`src/rtl/din_cond.sv`:
```
module din_cond #(
  parameter int NSW  = 5,
  parameter int NAI  = 2,
  parameter int NDLY = 4,
  parameter int DW   = 15,
  parameter int FW   = 7,
  parameter int DMAX = 30000
) (
  input  logic               clk,
  input  logic               rst_n,
  input  logic               tick_ms,
  input  logic [NSW-1:0]     sw_raw,
  input  logic [NAI-1:0]     ai_raw,
  input  logic [7:0]         pol_sw,
  input  logic [7:0]         pol_ai,
  input  logic [FW-1:0]      filt_ms,
  input  logic [NDLY*DW-1:0] dly_on,
  input  logic [NDLY*DW-1:0] dly_off,
  output logic [NSW-1:0]     act_sw,
  output logic [NAI-1:0]     act_ai
);
  localparam int NT = NSW + NAI;

  logic [NT-1:0]      level, samp, filt_q, agree, act;
  logic [NDLY-1:0]    st;
  logic [NDLY*DW-1:0] lim_f, cnt_f;
  logic [FW-1:0]      tcnt;
  logic               strobe;

  assign level  = {ai_raw ^ pol_ai[NAI-1:0], sw_raw ^ pol_sw[NSW-1:0]};
  assign strobe = tick_ms && (filt_ms != '0) && (tcnt >= filt_ms - FW'(1));
  assign agree  = ~(samp ^ level);

  always_ff @(posedge clk) begin
    if (!rst_n) begin
      tcnt   <= '0;
      samp   <= '0;
      filt_q <= '0;
    end else if (filt_ms == '0) begin
      tcnt   <= '0;
      samp   <= level;
      filt_q <= level;
    end else if (tick_ms) begin
      tcnt <= strobe ? '0 : tcnt + FW'(1);
      if (strobe) begin
        samp   <= level;
        filt_q <= (agree & level) | (~agree & filt_q);
      end
    end
  end

  for (genvar i = 0; i < NT; i++) begin : g_term
    if (i < NDLY) begin : g_dly
      logic [DW-1:0] on_c, off_c, lim, cnt;
      assign on_c  = (dly_on[i*DW +: DW]  > DW'(DMAX)) ? DW'(DMAX) : dly_on[i*DW +: DW];
      assign off_c = (dly_off[i*DW +: DW] > DW'(DMAX)) ? DW'(DMAX) : dly_off[i*DW +: DW];
      assign lim   = st[i] ? off_c : on_c;
      assign act[i] = (lim == '0) ? filt_q[i] : st[i];
      assign lim_f[i*DW +: DW] = lim;
      assign cnt_f[i*DW +: DW] = cnt;

      always_ff @(posedge clk) begin
        if (!rst_n) begin
          st[i] <= 1'b0;
          cnt   <= '0;
        end else if (filt_q[i] == st[i]) begin
          cnt <= '0;
        end else if (lim == '0) begin
          st[i] <= filt_q[i];
          cnt   <= '0;
        end else if (tick_ms) begin
          if (cnt >= lim - DW'(1)) begin
            st[i] <= filt_q[i];
            cnt   <= '0;
          end else begin
            cnt <= cnt + DW'(1);
          end
        end
      end
    end else begin : g_pass
      assign act[i] = filt_q[i];
    end
  end

  assign act_sw = act[NSW-1:0];
  assign act_ai = act[NT-1:NSW];
endmodule

```
`config.mk`:
```
export PLATFORM = sky130hd
export DESIGN_NAME = din_cond
export DESIGN_NICKNAME = d
export VERILOG_FILES = /design/src/rtl/din_cond.sv
export SDC_FILE = /design/constraint.sdc
export NUM_CORES = 1
export LEC_CHECK = 0
export BUFFER_PORTS_ARGS = -buffer_cell sky130_fd_sc_hd__buf_2
export CAP_MARGIN = 30
export CORE_UTILIZATION = 35
export CTS_CLUSTER_DIAMETER = 30
export DETAILED_ROUTE_END_ITERATION = 12
export GPL_TIMING_DRIVEN = 0
export PLACE_DENSITY = 0.54
export SKIP_LAST_GASP = 1
export SLEW_MARGIN = 10
export SYNTH_ARGS = -nofsm -noshare
export SYNTH_HDL_FRONTEND = slang
export SYNTH_SLANG_ARGS = --single-unit
```
`constraint.sdc`:
```
create_clock -name clk -period 6.9 [get_ports clk]
set_clock_uncertainty 0.05 [all_clocks]
set_input_delay 1.035 -clock clk [delete_from_list [all_inputs] [get_ports clk]]
set_output_delay 1.035 -clock clk [all_outputs]
set_load 0.02 [all_outputs]
```
==> run summary <==
status: completed
Layout area overhead: 17.1%
gpl congestion: 0.908
Iter 0 DRT Violations: 566
Register-to-Register Path Depth: 19
Die Footprint: 0.0244 mm2
final setup vio count: 0
antenna cells: 0
hold path depth: 2
DRC: 0
Final period util: 0.835
Req. time, crit path: 7.13 ns
Max rail drop VDD: 0.131 mV
post-cts hold buffer count: 0
vias in the first global route: 7872
Port Buf Inserts: 150
HP Class: flip-flop to flip-flop
Initial Util: 0.356
initial antenna violation count: 0
vias per inst: 5.43
setup TNS: 0 ns
Worst-path clk slew: 0.06 ns
sequential area share after synthesis: 0.204
CTS tree: yes
crit path time final: 5.76 ns
gr ovfl total: 0
Worst setup SP type: primary input
Max Root-Sink Buffers: 2
row count: 56
worst r2r src: st[2]
main flop type after synthesis: dfxtp_1
Hold Path Sink: tcnt[0]
Resized cells post-CTS: 0
synth unique cells: 72
worst path arrival time: 5.99 ns
Cell Pwr Density: 124 mW/mm2
global-route wire length before repair: 39400 um
Mapped Area: 0.00834 mm2
Syn Inst Count: 1089
maximum fanout along the worst path: 10
Total Wirelength: 24100 um
clk sinks: 85
layout cell share with drive strength beyond 1: 0.158
Die Width: 156 um
EDFF count, synth: 0
Syn Area/Cell: 7.66 um2
R2R Setup Slk: 1.44 ns
FFs w/ async S/R, synth: 0
Worst Tran Pin Value: 0.901 ns
global-route total usage across every layer: 0.199
Post-Syn Nets: 1320
Static Leak: 3.95 nW
post-detail-place hpwl: 19500 um
max-cap viol count: 0
H-tree depth: 3
Final nets: 1482
io pins: 160
final design utilization: 0.417
commonest non-fill, non-tap cell in the layout: buf_2
Post-CTS Setup Inserts: 0
slew margin rel.: 0.399
crit path from: dly_on[42]
TritonRoute pass-1 iters: 5
Max Clk Rate: 174 MHz
final hold violation count: 0
final max-slew violation count: 0
Num CTS Buffers: 9
Synth Warn #: 0
reg2reg end: g_term[2].g_dly.cnt[9]
Clock Latency Late Sink: 0.35 ns
Antenna Nets Post-Route: 0
Synth Register Bits: 85
die height: 156 um
via count: 8550
worst hold start: tcnt[0]
Hold Slack: 0.455 ns
most used cells in the layout excluding fill and tap cells: buf_2, nor2_1, dfxtp_1
CP endpoint kind: flip-flop
Placeable Area: 0.0234 mm2
RSZ-0062 raised after global routing: no
routed len/inst: 15.3 um
Setup CP Type: primary input to flip-flop
largest net degree at the start of global routing: 16
root buffer cell: clkbuf_16
## synth_stat cells (7+ instances only)
cell	instances	area, um2
ha_1	78	976
mux2i_1	15	150
nor2b_1	12	75.1
xnor2_1	48	420
nor4_1	8	50.1
nand3_1	57	285
o22ai_1	11	68.8
and3_1	21	131
a31oi_1	10	62.6
o21a_1	8	60.1
nand2_1	79	297
or3_1	10	62.6
xor2_1	71	622
nor3_1	22	110
nor3b_1	7	52.6
nand4_1	41	257
o211ai_1	8	60.1
a211o_1	9	78.8
a21oi_1	61	305
or2_2	11	68.8
nand2b_1	14	87.6
dfxtp_1	85	1700
buf_1	7	26.3
nor2_1	137	514
and2_1	8	50.1
a22oi_1	21	158
a22o_1	7	61.3
a21o_1	17	128
a211oi_1	17	128
o21ai_0	40	200
clkbuf_1	19	71.3
inv_1	30	113
## state kept, by name (all words and copies together) (netlist names), named ones only
name / cells
samp: 7
tcnt: 7
st: 4
g_term.g_dly.cnt: 60
## through the flow
stage / std cells / total power, W / cell area [um2] / setup WS (ns)
4_1_cts: 1575 / 0.00122 / 9770 / 1.14
3_5_place_dp: 1559 / 0.000759 / 9490 / 0.792
5_1_grt: 1575 / 0.00127 / 9770 / 0.705
6_report: 1575 / 0.00121 / 9770 / 1.14
3_3_place_gp: 1558 / 0.000757 / 9490 / 0.398
2_1_floorplan: 1089 / 0.000648 / 8340 / 1.46
## critical path: stages
cell	delay, ns
buf_2	0.13
and3_1	0.18
a21oi_1	0.15
or2_2	0.37
a22oi_1	0.31
ha_1	0.27
o2111ai_1	0.15
or3_1	0.32
clkbuf_1	0.17
nand2b_1	0.19
xnor2_1	0.16
ha_1	0.31
a211oi_1	0.25
nor2_1	0.08
o311a_1	0.29
o311a_1	0.29
a211oi_1	0.50
o221ai_1	0.37
clkbuf_1	0.31
nor2_1	0.15
## worst max path at each step
stage	cells after the start	slack, ns	endpoint
after floorplan	16	1.46	g_term[1].g_dly.cnt[10]
after global placement	20	0.40	g_term[2].g_dly.cnt[10]
after detailed placement	20	0.79	g_term[2].g_dly.cnt[11]
after CTS	20	1.14	g_term[2].g_dly.cnt[13]
after global routing	20	0.71	g_term[3].g_dly.cnt[6]
final	20	1.14	g_term[2].g_dly.cnt[9]
## area by class of cell
type / instances / area (um2)
plain buffers: 32 / 141
clock buffers: 10 / 229
clock inverters: 6 / 46.3
fillers: 2511 / 13600
inverters: 30 / 113
multi-input cells: 942 / 6380
flip-flops and latches: 85 / 1700
well taps: 319 / 399
repair buffers: 151 / 754
## logic make-up after synthesis
kind of cell / Yosys count / synth area share
mux: 20 / 0.0248
xor+xnor: 120 / 0.127
flops: 85 / 0.204
simple gates: 448 / 0.267
buf+inv: 62 / 0.0305
fa+ha+maj: 78 / 0.117
compound gates: 276 / 0.230
## power breakdown
group          total (W)  internal [W]  leakage [nW]  switching, W
clock network   0.000459      0.000247         0.129      0.000212
registers       0.000495      0.000493         0.685    0.00000239
logic           0.000254      0.000105          3.14      0.000149
## metal layers
metal	part of all wire	track usage	up-vias
met1	0.50	0.276	3899
li1	-	-	4397
met5	0	0	-
met2	0.44	0.325	231
met4	0.014	0.0490	0
met3	0.040	0.0258	23
(Power assumes the default switching activity.)
